==> src/rtl/shared_add_sel_pkg.sv <==
package shared_add_sel_pkg;

  // Addend source, one-hot: bit 0 = opB, bit 1 = opC, bit 2 = constant one.
  localparam int unsigned ADDEND_SRCS = 3;
  localparam int unsigned ADD_B   = 0;
  localparam int unsigned ADD_C   = 1;
  localparam int unsigned ADD_ONE = 2;

  typedef struct packed {
    logic                   augendIsD;
    logic [ADDEND_SRCS-1:0] addendSel;
  } opSel_t;

endpackage

==> src/rtl/shared_add_sel_ctrl.sv <==
module shared_add_sel_ctrl
  import shared_add_sel_pkg::*;
(
  input  logic   condFirst,
  input  logic   condSecond,
  output opSel_t sel
);

  always_comb begin
    sel = '0;
    if (condFirst) begin
      sel.augendIsD        = 1'b0;
      sel.addendSel[ADD_B] = 1'b1;
    end else if (condSecond) begin
      sel.augendIsD        = 1'b0;
      sel.addendSel[ADD_C] = 1'b1;
    end else begin
      sel.augendIsD          = 1'b1;
      sel.addendSel[ADD_ONE] = 1'b1;
    end
  end

endmodule

==> src/rtl/shared_add_sel_dp.sv <==
module shared_add_sel_dp
  import shared_add_sel_pkg::*;
#(
  parameter int unsigned WIDTH = 8
) (
  input  opSel_t           sel,
  input  logic [WIDTH-1:0] opA,
  input  logic [WIDTH-1:0] opB,
  input  logic [WIDTH-1:0] opC,
  input  logic [WIDTH-1:0] opD,
  output logic [WIDTH-1:0] sum
);

  localparam logic [WIDTH-1:0] ONE = WIDTH'(1);

  logic [WIDTH-1:0] augend;
  logic [WIDTH-1:0] addend;

  assign augend = sel.augendIsD ? opD : opA;

  // AND-OR operand mux driven by the one-hot select.
  always_comb begin
    addend = '0;
    addend = addend | ({WIDTH{sel.addendSel[ADD_B]}}   & opB);
    addend = addend | ({WIDTH{sel.addendSel[ADD_C]}}   & opC);
    addend = addend | ({WIDTH{sel.addendSel[ADD_ONE]}} & ONE);
  end

  // The only adder; the carry is dropped by the width of the sum.
  assign sum = augend + addend;

endmodule

==> src/rtl/shared_add_sel.sv <==
module shared_add_sel
  import shared_add_sel_pkg::*;
#(
  parameter int unsigned WIDTH   = 8,
  parameter bit          REG_OUT = 1'b1
) (
  input  logic             clk,
  input  logic             rstN,
  input  logic             condFirst,
  input  logic             condSecond,
  input  logic [WIDTH-1:0] opA,
  input  logic [WIDTH-1:0] opB,
  input  logic [WIDTH-1:0] opC,
  input  logic [WIDTH-1:0] opD,
  output logic [WIDTH-1:0] result
);

  opSel_t           sel;
  logic [WIDTH-1:0] sum;

  shared_add_sel_ctrl u_ctrl (
    .condFirst  (condFirst),
    .condSecond (condSecond),
    .sel        (sel)
  );

  shared_add_sel_dp #(.WIDTH(WIDTH)) u_dp (
    .sel (sel),
    .opA (opA),
    .opB (opB),
    .opC (opC),
    .opD (opD),
    .sum (sum)
  );

  // Control-to-datapath strobes: one addend, augend paired with the increment.
  p_addend_onehot_r5: assert property (@(posedge clk) disable iff (!rstN)
    $onehot(sel.addendSel));
  p_augend_pairing_r5: assert property (@(posedge clk) disable iff (!rstN)
    sel.augendIsD == sel.addendSel[ADD_ONE]);

  generate
    if (REG_OUT) begin : g_reg
      always_ff @(posedge clk or negedge rstN) begin
        if (!rstN) result <= '0;
        else       result <= sum;
      end

      p_first_sum_r1: assert property (@(posedge clk) disable iff (!rstN)
        condFirst |=> result == WIDTH'($past(opA) + $past(opB)));
      p_second_sum_r2: assert property (@(posedge clk) disable iff (!rstN)
        (!condFirst && condSecond) |=> result == WIDTH'($past(opA) + $past(opC)));
      p_increment_r3: assert property (@(posedge clk) disable iff (!rstN)
        (!condFirst && !condSecond) |=> result == WIDTH'($past(opD) + WIDTH'(1)));
      p_priority_r8: assert property (@(posedge clk) disable iff (!rstN)
        (condFirst && condSecond) |=> result == WIDTH'($past(opA) + $past(opB)));
    end else begin : g_comb
      assign result = sum;
    end
  endgenerate

endmodule

==> config.mk <==
export PLATFORM = sky130hd
export DESIGN_NAME = shared_add_sel
export DESIGN_NICKNAME = d
export VERILOG_FILES = /design/src/rtl/shared_add_sel_pkg.sv /design/src/rtl/shared_add_sel_ctrl.sv /design/src/rtl/shared_add_sel_dp.sv /design/src/rtl/shared_add_sel.sv
export SDC_FILE = /design/constraint.sdc
export NUM_CORES = 1
export LEC_CHECK = 0
export BUFFER_PORTS_ARGS = -buffer_cell sky130_fd_sc_hd__clkbuf_2
export CORE_MARGIN = 2
export CORE_UTILIZATION = 44
export DETAILED_ROUTE_END_ITERATION = 12
export PLACE_DENSITY = 0.83
export SLEW_MARGIN = 10
export SYNTH_ARGS = -nofsm -noshare
export SYNTH_HDL_FRONTEND = slang
export SYNTH_SLANG_ARGS = --single-unit
==> constraint.sdc <==
create_clock -name clk -period 0.8 [get_ports clk]
set_input_delay 0.04 -clock clk [delete_from_list [all_inputs] [get_ports clk]]
set_output_delay 0.04 -clock clk [all_outputs]
set_load 0.02 [all_outputs]
### Word level (Yosys, flattened, before mapping)

Index checks and enable logic that the tools add are counted.

| operators by class | value |
|---|---|
| $add $sub $neg | 1 |
| multipliers | 0 |
| divide/modulo/power cells | 0 |
| $lt $le $gt $ge | 0 |
| eq/ne operators | 0 |
| shift operators | 0 |
| multiplexer cells | 6 |
| bitwise operators | 4 |
| reductions and logical operators | 0 |

Operator list:

| kind | number |
|---|---|
| $and A8 B8 Y8 | 2 |
| $add A8 B8 Y8 | 1 |
| $mux W8 | 1 |
| $or A8 B1 Y8 | 1 |
| $or A8 B8 Y8 | 1 |
| $mux W1 | 4 |
| $mux W2 | 1 |

| word-level totals | value |
|---|---|
| register bits after elaboration | 8 |
| bits in latches | 0 |
| RAM bits | 0 |
| memory bits (read-only) | 0 |
| bits of input ports | 36 |
| output and inout port bits | 8 |
| word-level logic and storage cells | 12 |
| memories | 0 |

### Longest topological paths before layout

Gate-level depths: netlist of run 1.

| logic depth | value |
|---|---|
| depth in word-level cells | 6 |
| gate-level depth with buffers | 10 |
| mapped depth without buffers | 9 |

### Cells and area by module

From an unflattened synthesis of run 1, not the netlist that was laid out.

| second synthesis, totals | value |
|---|---|
| cells, all modules | 69 |
| area, all modules | 709.4 µm² |

Modules (own cells, without submodules):

| module | instances | cells each | area an instance (µm²) | seq. area each (µm²) |
|---|---|---|---|---|
| shared_add_sel_dp | 1 | 57 | 476.7 | 0.0 |
| shared_add_sel | 1 | 8 | 200.2 | 200.2 |
| shared_add_sel_ctrl | 1 | 4 | 32.5 | 0.0 |

### Least setup slack after synthesis of run 1

No wires, ideal clock.

| path | value |
|---|---|
| path kind | input-to-reg |
| from | in condSecond |
| to | reg result[6] |
| setup time | 0.069 ns |
| arrival | 1.885 ns |
| required time | 0.731 ns |
| slack | -1.154 ns |
| stages | 9 |
| buffers on the path | 0 |
| path through | nor2_2 -> mux2_2 -> ha_1 -> inv_1 -> fa_1 -> nor2b_4 -> o31a_1 -> or4_1 -> nand3_1 |

| on the way | value |
|---|---|
| cells in the longest elaborated chain, start to end | 6 |
| elaborated cells between the ends (all ways) | 9 |
| classes of those cells | add/sub (1); mux (5); bitwise (3) |

RTL lines:

| what | line | RTL |
|---|---|---|
| start, declared | shared_add_sel.sv:10 | `input logic condSecond,` |
| $mux W1 | shared_add_sel_ctrl.sv:14 | `end else if (condSecond) begin` |
| $mux W2 | shared_add_sel_ctrl.sv:11 | `if (condFirst) begin` |
| $and A8 B8 Y8 | shared_add_sel_dp.sv:25 | `addend = addend \| ({WIDTH{sel.addendSel[ADD_C]}} & opC);` |
| $or A8 B8 Y8 | shared_add_sel_dp.sv:25 |  |
| $or A8 B1 Y8 | shared_add_sel_dp.sv:26 | `addend = addend \| ({WIDTH{sel.addendSel[ADD_ONE]}} & ONE);` |
| $add A8 B8 Y8 * | shared_add_sel_dp.sv:30 | `assign sum = augend + addend;` |
| via sum[6] | shared_add_sel.sv:19 | `logic [WIDTH-1:0] sum;` |
| end signal, assigned | shared_add_sel.sv:46 | `else result <= sum;` |
| end, declared | shared_add_sel.sv:15 | `output logic [WIDTH-1:0] result` |

The timed path passes the listed nets; every way through them passes the cells marked *.

### Worst setup path after layout of run 1

Ends and elaborated chain as after synthesis.

==> results of run 1 <==
cell usage after synthesis:
master / n / area (sq um)
xor2_1: 3 / 26.3
mux2_2: 7 / 78.8
a31oi_1: 1 / 6.26
o31a_1: 1 / 8.76
nand4_1: 1 / 6.26
nand2_1: 1 / 3.75
dfrtp_1: 8 / 200
buf_2: 1 / 5.00
nor2b_4: 1 / 13.8
a22o_1: 6 / 52.6
a211oi_1: 1 / 7.51
inv_1: 6 / 22.5
nand3_1: 3 / 15.0
fa_1: 1 / 20.0
nor2_1: 2 / 7.51
or4_1: 1 / 7.51
nor2b_1: 2 / 12.5
a21o_1: 1 / 7.51
o21a_1: 1 / 7.51
ha_1: 7 / 87.6
nor3_1: 1 / 5.00
a21oi_1: 7 / 35.0
o21ai_0: 1 / 5.00
and3b_1: 1 / 8.76
nor2_2: 1 / 6.26
xnor2_1: 3 / 26.3
o211ai_1: 1 / 7.51
final cells by class:
cell class	count	area, sq um
repair buffers	62	419
fillers	89	214
clock buffers	3	22.5
well taps	16	20.0
flip-flops and latches	8	200
inverters	6	22.5
multi-input cells	55	591
worst max-delay path, delay by kind of cell:
| kind | cells | cell delay (ns) |
|---|---|---|
| buffers and inverters | 2 | 0.15 |
| adder cells (fa/ha/maj) | 2 | 0.39 |
| AND/OR/NAND/NOR | 4 | 0.72 |
| AO/OA/AOI/OAI | 1 | 0.25 |
| multiplexers | 1 | 0.33 |
power by group through the flow:
stage | sequential (uW) | combinational [uW] | clock (uW)
after global routing | 553 | 1190 | 300
final | 545 | 1110 | 287
after floorplan | 679 | 397 | 0
after CTS | 534 | 1010 | 300
after detailed placement | 540 | 888 | 0
after global placement | 536 | 856 | 0
repair_timing:
item,CTS,global route
resized for setup,14,22
pin swaps,8,1
setup buffers,5,0
hold buffers,1,0
endpoints found under the hold margin,8,0
endpoints found under the setup margin,9,13
logic make-up after synthesis:
family	after synthesis	synth area share
compound gates	20	0.199
simple gates	14	0.125
fa+ha+maj	8	0.156
flops	8	0.290
buf+inv	7	0.0398
mux	7	0.114
xor+xnor	6	0.0761
layer usage:
| metal | part of all wire | vias to the layer above |
|---|---|---|
| li1 | - | 385 |
| met1 | 0.39 | 368 |
| met2 | 0.55 | 33 |
| met3 | 0.050 | 2 |
| met4 | 0.0067 | 0 |
| met5 | 0 | - |
metrics by stage:
| step | std cells | total power [uW] | util | cell area (sq um) |
|---|---|---|---|---|
| 2_1_floorplan | 70 | 1080 | - | 768 |
| 3_3_place_gp | 141 | 1390 | 0.729 | 1090 |
| 3_5_place_dp | 141 | 1430 | 0.729 | 1090 |
| 4_1_cts | 150 | 1840 | 0.828 | 1230 |
| 5_1_grt | 150 | 2040 | 0.856 | 1270 |
| 6_report | 150 | 1940 | 0.856 | 1270 |
worst max-delay path by stage:
stage	from	end	slack (ns)	depth (start not counted)
2_1_floorplan	condFirst	result[6]	-0.99	9
3_3_place_gp	condFirst	result[6]	-1.10	10
3_5_place_dp	condFirst	result[6]	-1.15	10
4_1_cts	condSecond	result[6]	-0.88	10
5_1_grt	condSecond	result[6]	-0.95	10
6_report	condSecond	result[6]	-0.90	10
==> key figures, run 1 <==
Run status
  – Run status: finished, violations left
  – Failing checks: setup timing

Synthesis
  – Syn Std Cell Area: 691 sq um
  – Mapped Cells: 70
  – Seq/Total Area, Yosys: 0.290
  – Ys Warns: 0
  – Syn nets: about 110
  – Post-Syn Area per Cell: 9.87 sq um
  – Distinct cell type count after synthesis: 27
  – Seq cells post-synth: 8

Power
  – Leakage power: between 0.0006 and 0.0007 uW
  – Worst VDD drop: around 0.00074 V
  – Cell internal pwr: roughly 1300 uW
  – Comb power frac: 0.571
  – Seq pwr share: 0.281
  – Power density over the cells: roughly 1500 nW/um^2
  – Clock power share: 0.148
  – Sw power: roughly 680 uW
  – Switching part of the total power: 0.350

STA
  – Worst-Margin Slew: roughly 0.24 ns
  – Tmin final: roughly 1.7 ns
  – Endpoints failing setup: 7
  – Hold Slack: 0.166 ns
  – Final Max Slew Viols: 0
  – Rel. slew slack: 0.841
  – Fmax: slightly below 0.6 GHz
  – Fin crit share: 2.13
  – Post-route worst setup slack: -0.903 ns
  – Setup TNS: -4.76 ns
  – Fin. Hold Viols: 0
  – RSZ-0062 raised after global routing: true

Setup path
  – WS Path Type: in2reg
  – Crit path max fanout: 5
  – Critical path capture point type: flop
  – Setup crit start kind: input port
  – CP arrival: approximately 1.9 ns
  – Data required time of the worst path: 0.97 ns
  – Slowest CP cell: or4_1
  – Worst path cell trace: buf_8 > nor2_4 > mux2_4 > ha_4 > inv_2 > fa_2 > nor2b_4 > o31a_1 > or4_1 > nand3_1
  – Crit-path max cell delay: ~0.4 ns

GRT
  – Initial antenna violation count: 0
  – Largest net degree at the start of global routing: 9
  – Gr ovfl total: 0
  – GRT met3 Usage: 0.0167
  – Met1 track demand over resource: 0.274
  – GR Util met2: 0.474
  – Global-route wire length before repair: ~3.5 mm
  – Number of global-route vias before repair: 869
  – Overall global routing resource usage: 0.243
  – GRT busiest layer: met2

Place
  – Final RePlAce weighted congestion: about 0.83
  – IO Port Bufs: 43
  – Dpl hpwl: around 1.6 mm
  – Setup Slack @ Placement: -1.15 ns

Die
  – Core footprint: ~1500 sq um
  – Die Y-Extent: 43.6 um
  – Die Footprint: between 1500 and 2000 sq um
  – Rows: 14
  – Initial Util: 0.464
  – # IOs: 44
  – Die Wd: between 40 and 50 um

Routing
  – DR pass1 iterations: 4
  – Drt wl/cell: approximately 14 um
  – Drc violations: 0
  – DR iter-0 viols: 15
  – Routed WL: about 2.1 mm
  – Total number of vias: ~790
  – Number of vias per cell: 5.25
  – Antenna violation net count after detailed routing: 0

Layout
  – Most frequent cells in the layout: clkbuf_2 (35), buf_4 (15), buf_6 (9), dfrtp_1 (8), a22o_1 (6)
  – P&R area growth vs syn: 84.6%
  – Largest regs: result x8
  – Share of cells above drive strength 1: 0.664
  – Fin nets: 180
  – Most flops, register: result
  – Most common cell after layout, fill and taps aside: clkbuf_2
  – Antenna cells: 0
  – Max reg flops: 8

Job
  – Max-Cap Viols: 0

Clock network
  – CTS tree: yes
  – Number of buffers created by CTS: 3
  – Clock sinks: 8
  – Root Driver: clkbuf_4
  – H-tree levels: 1
  – Clock-pin slew on the worst setup and hold paths: 0.05 ns
  – Maximum root-to-sink buffer count: 2

Min path
  – Hold Crit Class: in2async
No activity file was read; power rests on OpenSTA's default activity.
==> run 2: changes to the inputs <==
Settings changed: CORE_MARGIN 2 to default.
==> run 2 against run 1 <==
The run now fails in global routing; synthesized area unchanged; synthesized cell count unchanged.
==> key figures, run 2 <==
Die
  – Die Wd: between 40 and 50 um
  – Initial Util: 0.500
  – Die Y-Extent: between 40 and 50 um
  – Rows: 13
  – # IOs: 44

Synthesis
  – Ys Warns: 0
  – Synth top area share: 0.290
  – Fraction of registers with async set/reset: 1.00
  – Syn nets: 114
  – Mapped Cells: 70
  – Top-count cell post-synth: dfrtp_1
  – Synth top area cells: dfrtp_1 (29%), ha_1 (13%), mux2_2 (11%)
  – Post-Syn Area per Cell: around 9.9 sq um
  – Distinct cell type count after synthesis: 27
  – Commonest cells in the netlist: dfrtp_1 (8), a21oi_1 (7), ha_1 (7), mux2_2 (7)
  – Syn Std Cell Area: 691 sq um
  – Biggest area consumer among synthesized cells: dfrtp_1
  – Post-synth EDFFs: 0
  – Seq/Total Area, Yosys: 0.290
  – Top FF cell, synth: dfrtp_1
  – Seq cells post-synth: 8

Run status
  – Run status: stopped before the end
  – Log Error: [ERROR DPL-0033] detailed placement checks failed during check placement.
  – Stop stage: global routing

GRT
  – Largest net degree at the start of global routing: 11
  – Initial antenna violation count: 0

Clock network
  – Clock sinks: 8
  – Root Driver: clkbuf_4
  – Number of buffers created by CTS: 3
  – H-tree levels: 1
  – Maximum root-to-sink buffer count: 2

Place
  – IO Port Bufs: 43
  – Dpl hpwl: 1.52 mm
  – Placed cell areas: approximately 1100 sq um
  – Final RePlAce weighted congestion: about 0.75

STA
  – WEP type: register data pin
  – Grt repair worst endpoint: result[6]$_DFF_PN0_/D
-- run 2: cell families after synthesis --
family          after synthesis  share of synthesized area
xor+xnor                      6                     0.0761
buf+inv                       7                     0.0398
simple gates                 14                      0.125
fa+ha+maj                     8                      0.156
flops                         8                      0.290
compound gates               20                      0.199
mux                           7                      0.114
-- run 2: what timing repair did --
action	4_1_cts
pin swaps	6
setup buffers	4
hold endpoints to repair	8
hold buffers	1
resized for setup	8
endpoints found under the setup margin	11
-- run 2: metrics by stage --
stage | std cells | hold slack (ns) | util | worst slack [ns]
floorplan | 70 | -0.256 | - | -0.985
global placement | 143 | -0.118 | 0.801 | -1.11
detailed placement | 143 | -0.117 | 0.801 | -1.17
CTS | 151 | 0.157 | 0.887 | -0.862
==> run 3: changes to the inputs <==
Settings changed: CORE_AREA from default to 2 2 63 65, CORE_UTILIZATION 44 to default, DIE_AREA from default to 0 0 65 67, PLACE_DENSITY 0.83 to default, PLACE_DENSITY_LB_ADDON from default to 0.15.
==> run 3 against run 2 <==
The flow now finishes, with violations (setup timing).
==> key figures, run 3 (synthesis results as in run 1) <==
Power
  – Sw power: around 710 uW
  – Switching part of the total power: 0.325
  – Power density over the cells: between 1000 and 1500 nW/um^2
  – Leakage power: 0.000707 uW
  – Cell internal pwr: 1480 uW
  – Seq pwr share: 0.243
  – Worst VDD drop: 0.000356 V
  – Clock power share: 0.208
  – Comb power frac: 0.549

GRT
  – Largest net degree at the start of global routing: 9
  – Number of global-route vias before repair: approximately 800
  – Initial antenna violation count: 0
  – Overall global routing resource usage: 0.0993
  – Gr ovfl total: 0
  – Global-route wire length before repair: 3.31 mm

Clock network
  – Root Driver: clkbuf_8
  – Clock sinks: 8
  – CTS tree: yes
  – Number of buffers created by CTS: 3
  – Maximum root-to-sink buffer count: 2
  – H-tree levels: 1
  – Clock-pin slew on the worst setup and hold paths: about 0.040 ns

STA
  – Hold Slack: between 0.15 and 0.2 ns
  – RSZ-0062 raised after global routing: true
  – Final Max Slew Viols: 0
  – Fmax: between 0.5 and 0.6 GHz
  – Fin crit share: 2.14
  – Tmin final: 1.72 ns
  – Post-route worst setup slack: -0.915 ns
  – Setup TNS: -5.02 ns
  – Fin. Hold Viols: 0
  – Worst-Margin Slew: approximately 0.19 ns
  – Endpoints failing setup: 7
  – Rel. slew slack: 0.874

Setup path
  – Setup crit start kind: input port
  – Crit path from: condSecond
  – Data required time of the worst path: 0.93 ns
  – WS Path Type: in2reg
  – Critical path capture point type: flop
  – Crit path max fanout: 4
  – CP arrival: about 1.8 ns

Routing
  – Total number of vias: 791
  – Drc violations: 0
  – DR pass1 iterations: 2
  – DR iter-0 viols: 17
  – Drt wl/cell: between 10 and 15 um
  – Number of vias per cell: approximately 4.1
  – Antenna violation net count after detailed routing: 0
  – Routed WL: 1.99 mm

Layout
  – Antenna cells: 0
  – Most common cell after layout, fill and taps aside: clkbuf_2
  – Share of cells above drive strength 1: 0.736
  – Most flops, register: result
  – P&R area growth vs syn: 114%
  – Fin nets: 190
  – Most frequent cells in the layout: clkbuf_2 (41), buf_4 (20), dfrtp_1 (8), buf_6 (7)
  – Max reg flops: 8
  – # fillers: around 360
  – Largest regs: result x8

Min path
  – Hold Crit Class: in2async

Die
  – Initial Util: 0.192
  – Die Y-Extent: 67 um
  – # IOs: between 40 and 50
  – Die Footprint: 4360 sq um
  – Rows: 22
  – Die Wd: approximately 65 um
  – Core footprint: around 3600 sq um

Run status
  – Failing checks: setup timing
  – Run status: finished, violations left

Job
  – Max-Cap Viols: 0

Place
  – Final RePlAce weighted congestion: 0.795
  – IO Port Bufs: 43
  – Dpl hpwl: 1.63 mm
## run 3: worst max-delay path: stages
cell	delay [ns]
buf_8	0.10
nor2_4	0.16
buf_12	0.13
mux2_4	0.30
ha_4	0.25
buf_4	0.13
buf_6	0.11
a21oi_4	0.14
a21oi_2	0.07
and3b_1	0.22
xor2_1	0.19
## run 3: stage by stage
| stage | util | instances | worst slack, ns | area [sq um] | total power [uW] |
|---|---|---|---|---|---|
| 2_1_floorplan | - | 70 | -0.985 | 768 | 1080 |
| 3_3_place_gp | 0.314 | 174 | -1.13 | 1130 | 1440 |
| 3_5_place_dp | 0.314 | 174 | -1.18 | 1130 | 1440 |
| 4_1_cts | 0.381 | 186 | -0.906 | 1380 | 2090 |
| 5_1_grt | 0.409 | 192 | -1.00 | 1480 | 2350 |
| 6_report | 0.409 | 192 | -0.915 | 1480 | 2190 |
## run 3: routing by layer
metal,GRT usage,routed length (um),vias to the layer above
li1,-,-,405
met1,0.118,836,351
met2,0.174,990,31
met3,0.0152,141,4
met4,0.0479,17,0
met5,0,0,-
## run 3: power groups by stage
stage / Combinational, uW / Clock (uW) / Sequential, uW
detailed placement: 902 / 0 / 538
finish: 1200 / 456 / 531
global route: 1310 / 505 / 541
global placement: 903 / 0 / 537
floorplan: 397 / 0 / 679
CTS: 1090 / 473 / 533
## run 3: area by class of cell
type	count	area [sq um]	share of cell area
Clock buffer	3	41.3	0.0280
Inverter	6	22.5	0.0153
Multi-Input combinational cell	55	658	0.446
Sequential cell	8	200	0.136
Tap cell	48	60.1	0.0407
Timing Repair Buffer	72	494	0.335
## run 3: repair_timing
action	in CTS	in global routing
hold buffers	1	0
hold endpoints to repair	8	0
gates resized for setup	24	12
endpoints found under the setup margin	7	7
pin swaps	9	9
buffers inserted	8	7
## run 3: worst paths after layout
path / endpoint / slack [ns] / depth (start not counted)
max: result[7] / -0.92 / 11
min: result[3] / 0.19 / 2
max in group asynchronous: result[4] / 0.45 / 2
min in group clk: result[0] / 0.20 / 3
==> run 4: changes to the inputs <==
Settings changed: ABC_AREA from default to 1, CELL_PAD_IN_SITES_DETAIL_PLACEMENT from default to 1, CELL_PAD_IN_SITES_GLOBAL_PLACEMENT from default to 1, SETUP_SLACK_MARGIN from default to 0.05.
==> run 4 against run 3 <==
Clock power increased by 1%; first-iteration DRC count unchanged; utilization increased by 2.0 points; count of clock-buffer cells in the layout did not move; sequential power grew 3%; non-clock buffer count shrank 14; global-route usage up 2.8 points; hold slack lost 0.013 ns; the flow still finishes with violations (setup timing); routed wire length increased by 30%; die area stayed put; synthesized cell count rose by 79%; maximum frequency is 29% higher; largest power group unchanged.
==> key figures, run 4 <==
Routing
  – Drc violations: 0
  – Antenna violation net count after detailed routing: 0
  – Total number of vias: approximately 950
  – Drt wl/cell: about 11 um
  – Routed WL: 2.58 mm
  – Number of vias per cell: 4.08
  – DR iter-0 viols: 17
  – DR pass1 iterations: 3

Power
  – Worst VDD drop: approximately 0.00039 V
  – Seq pwr share: 0.238
  – Leakage power: about 0.00084 uW
  – Comb power frac: 0.561
  – Cell internal pwr: around 1500 uW
  – Sw power: around 770 uW
  – Power density over the cells: roughly 1500 nW/um^2
  – Switching part of the total power: 0.335
  – Clock power share: 0.201

Synthesis
  – Biggest area consumer among synthesized cells: nand2_1
  – Fraction of registers with async set/reset: 1.00
  – Synth top area cells: nand2_1 (25%), dfrtp_1 (24%), ha_1 (11%)
  – Post-synth EDFFs: 0
  – Ys Warns: 0
  – Top-count cell post-synth: nand2_1
  – Mapped Cells: around 130
  – Syn nets: 169
  – Seq/Total Area, Yosys: 0.241
  – Top FF cell, synth: dfrtp_1
  – Distinct cell type count after synthesis: 21
  – Post-Syn Area per Cell: between 6 and 7 sq um
  – Synth top area share: 0.248
  – Seq cells post-synth: 8
  – Commonest cells in the netlist: nand2_1 (55), inv_1 (19), dfrtp_1 (8)
  – Syn Std Cell Area: a little over 800 sq um

Setup path
  – Setup crit start kind: input port
  – WS Path Type: in2reg
  – CP arrival: about 1.4 ns
  – Crit path max fanout: 4
  – Critical path capture point type: flop
  – Data required time of the worst path: a little over 0.9 ns

Clock network
  – Number of buffers created by CTS: 3
  – Clock sinks: 8
  – CTS tree: yes
  – Maximum root-to-sink buffer count: 2
  – H-tree levels: 1
  – Root Driver: clkbuf_8
  – Clock-pin slew on the worst setup and hold paths: 0.04 ns

Die
  – Die Y-Extent: 67 um
  – Die Footprint: approximately 4400 sq um
  – Rows: 22
  – Initial Util: 0.230
  – Die Wd: 65 um
  – # IOs: 44
  – Core footprint: roughly 3600 sq um

GRT
  – Initial antenna violation count: 0
  – Gr ovfl total: 0
  – Overall global routing resource usage: 0.127
  – Number of global-route vias before repair: just over 1k
  – Largest net degree at the start of global routing: 9
  – Global-route wire length before repair: around 4.3 mm

STA
  – Fmax: between 0.7 and 0.8 GHz
  – Fin crit share: 1.66
  – RSZ-0062 raised after global routing: true
  – Final Max Slew Viols: 0
  – Post-route worst setup slack: -0.528 ns
  – Hold Slack: ~0.17 ns
  – Endpoints failing setup: 7
  – Worst-Margin Slew: approximately 0.24 ns
  – Rel. slew slack: 0.840
  – Tmin final: roughly 1.3 ns
  – Fin. Hold Viols: 0

Min path
  – Hold Crit Depth: 4
  – Hold Startpoint: opA[0]
  – Hold Crit Class: in2reg
  – Worst hold path endpoint: result[0]

Layout
  – Largest regs: result x8
  – P&R area growth vs syn: 86.4%
  – Most frequent cells in the layout: nand2_1 (46), clkbuf_2 (33), inv_1 (18), clkbuf_8 (11)
  – Most flops, register: result
  – Max reg flops: 8
  – Antenna cells: 0
  – Fin nets: about 230
  – Most common cell after layout, fill and taps aside: nand2_1
  – Share of cells above drive strength 1: 0.514

Place
  – Setup Slack @ Placement: -0.858 ns
  – Dpl hpwl: 2.14 mm
  – IO Port Bufs: between 40 and 50
  – Final RePlAce weighted congestion: about 0.75

Run status
  – Failing checks: setup timing
  – Run status: finished, violations left

Job
  – Max-Cap Viols: 0
==> run 4: changes by cell type after synthesis, moves of 4 or more <==
cell	change
nand2_1	+54
a22o_2	+5
a21oi_1	-6
a22o_1	-6
inv_1	+13
mux2_2	-7
inv_2	+4
==> run 4: cell type report <==
class / count / area [sq um]
clock buffers: 3 / 41.3
fillers: 453 / 2060
inverters: 23 / 96.3
multi-input cells: 93 / 674
flip-flops and latches: 8 / 200
well taps: 48 / 60.1
repair buffers: 58 / 477
==> run 4: power by group through the flow <==
| stage | sequential (uW) | clock [uW] | combinational [uW] |
|---|---|---|---|
| global route | 553 | 506 | 1420 |
| CTS | 541 | 480 | 1230 |
| floorplan | 664 | 0 | 461 |
| detailed placement | 532 | 0 | 968 |
| global placement | 530 | 0 | 960 |
| finish | 545 | 461 | 1290 |
==> run 4: critical path, cell delays in order <==
cell and delay (ns):
clkbuf_16 0.14, inv_8 0.05, nor2_4 0.04, inv_2 0.07
o22a_1 0.18, ha_4 0.15, inv_2 0.03, fa_2 0.34
o21ai_2 0.14, nand3b_1 0.11, nand3_1 0.08, nand2_1 0.05
==> run 4: how the worst max path moves through the flow <==
stage,startpoint,endpoint,slack [ns]
2_1_floorplan,condFirst,result[6],-0.65
3_3_place_gp,condSecond,result[7],-0.82
3_5_place_dp,condFirst,result[6],-0.86
4_1_cts,condSecond,result[6],-0.52
5_1_grt,condSecond,result[6],-0.62
6_report,condSecond,result[6],-0.53
==> run 4: cell families after synthesis <==
family | synth area share
AOI/OAI and AO/OA | 0.104
xor gates and xnor gates | 0.0316
adders and majority gates | 0.130
buffers and inverters | 0.117
DFF | 0.241
and+or+nand+nor | 0.377
==> run 4: metrics by stage <==
step | setup TNS, ns | instance area [sq um] | instances | util | total power, uW
floorplan | -3.72 | 901 | 125 | - | 1120
global placement | -5.70 | 1240 | 225 | 0.345 | 1490
detailed placement | -5.86 | 1240 | 225 | 0.345 | 1500
CTS | -2.99 | 1490 | 231 | 0.412 | 2250
global route | -3.77 | 1550 | 233 | 0.430 | 2480
finish | -3.19 | 1550 | 233 | 0.430 | 2290
==> run 4: layer usage <==
metal	global-route usage	routed length, um	vias up
met1	0.155	1080	423
met2	0.233	1390	23
li1	-	-	503
met5	0	0	-
met4	0.0479	13	0
met3	0.00845	86	2
==> run 4: what timing repair did <==
item	4_1_cts	5_1_grt
hold buffers	1	0
setup endpoints to repair	16	16
cloned	0	0
pin swaps	11	2
buffers inserted	2	2
endpoints found under the hold margin	8	0
resized for setup	37	10
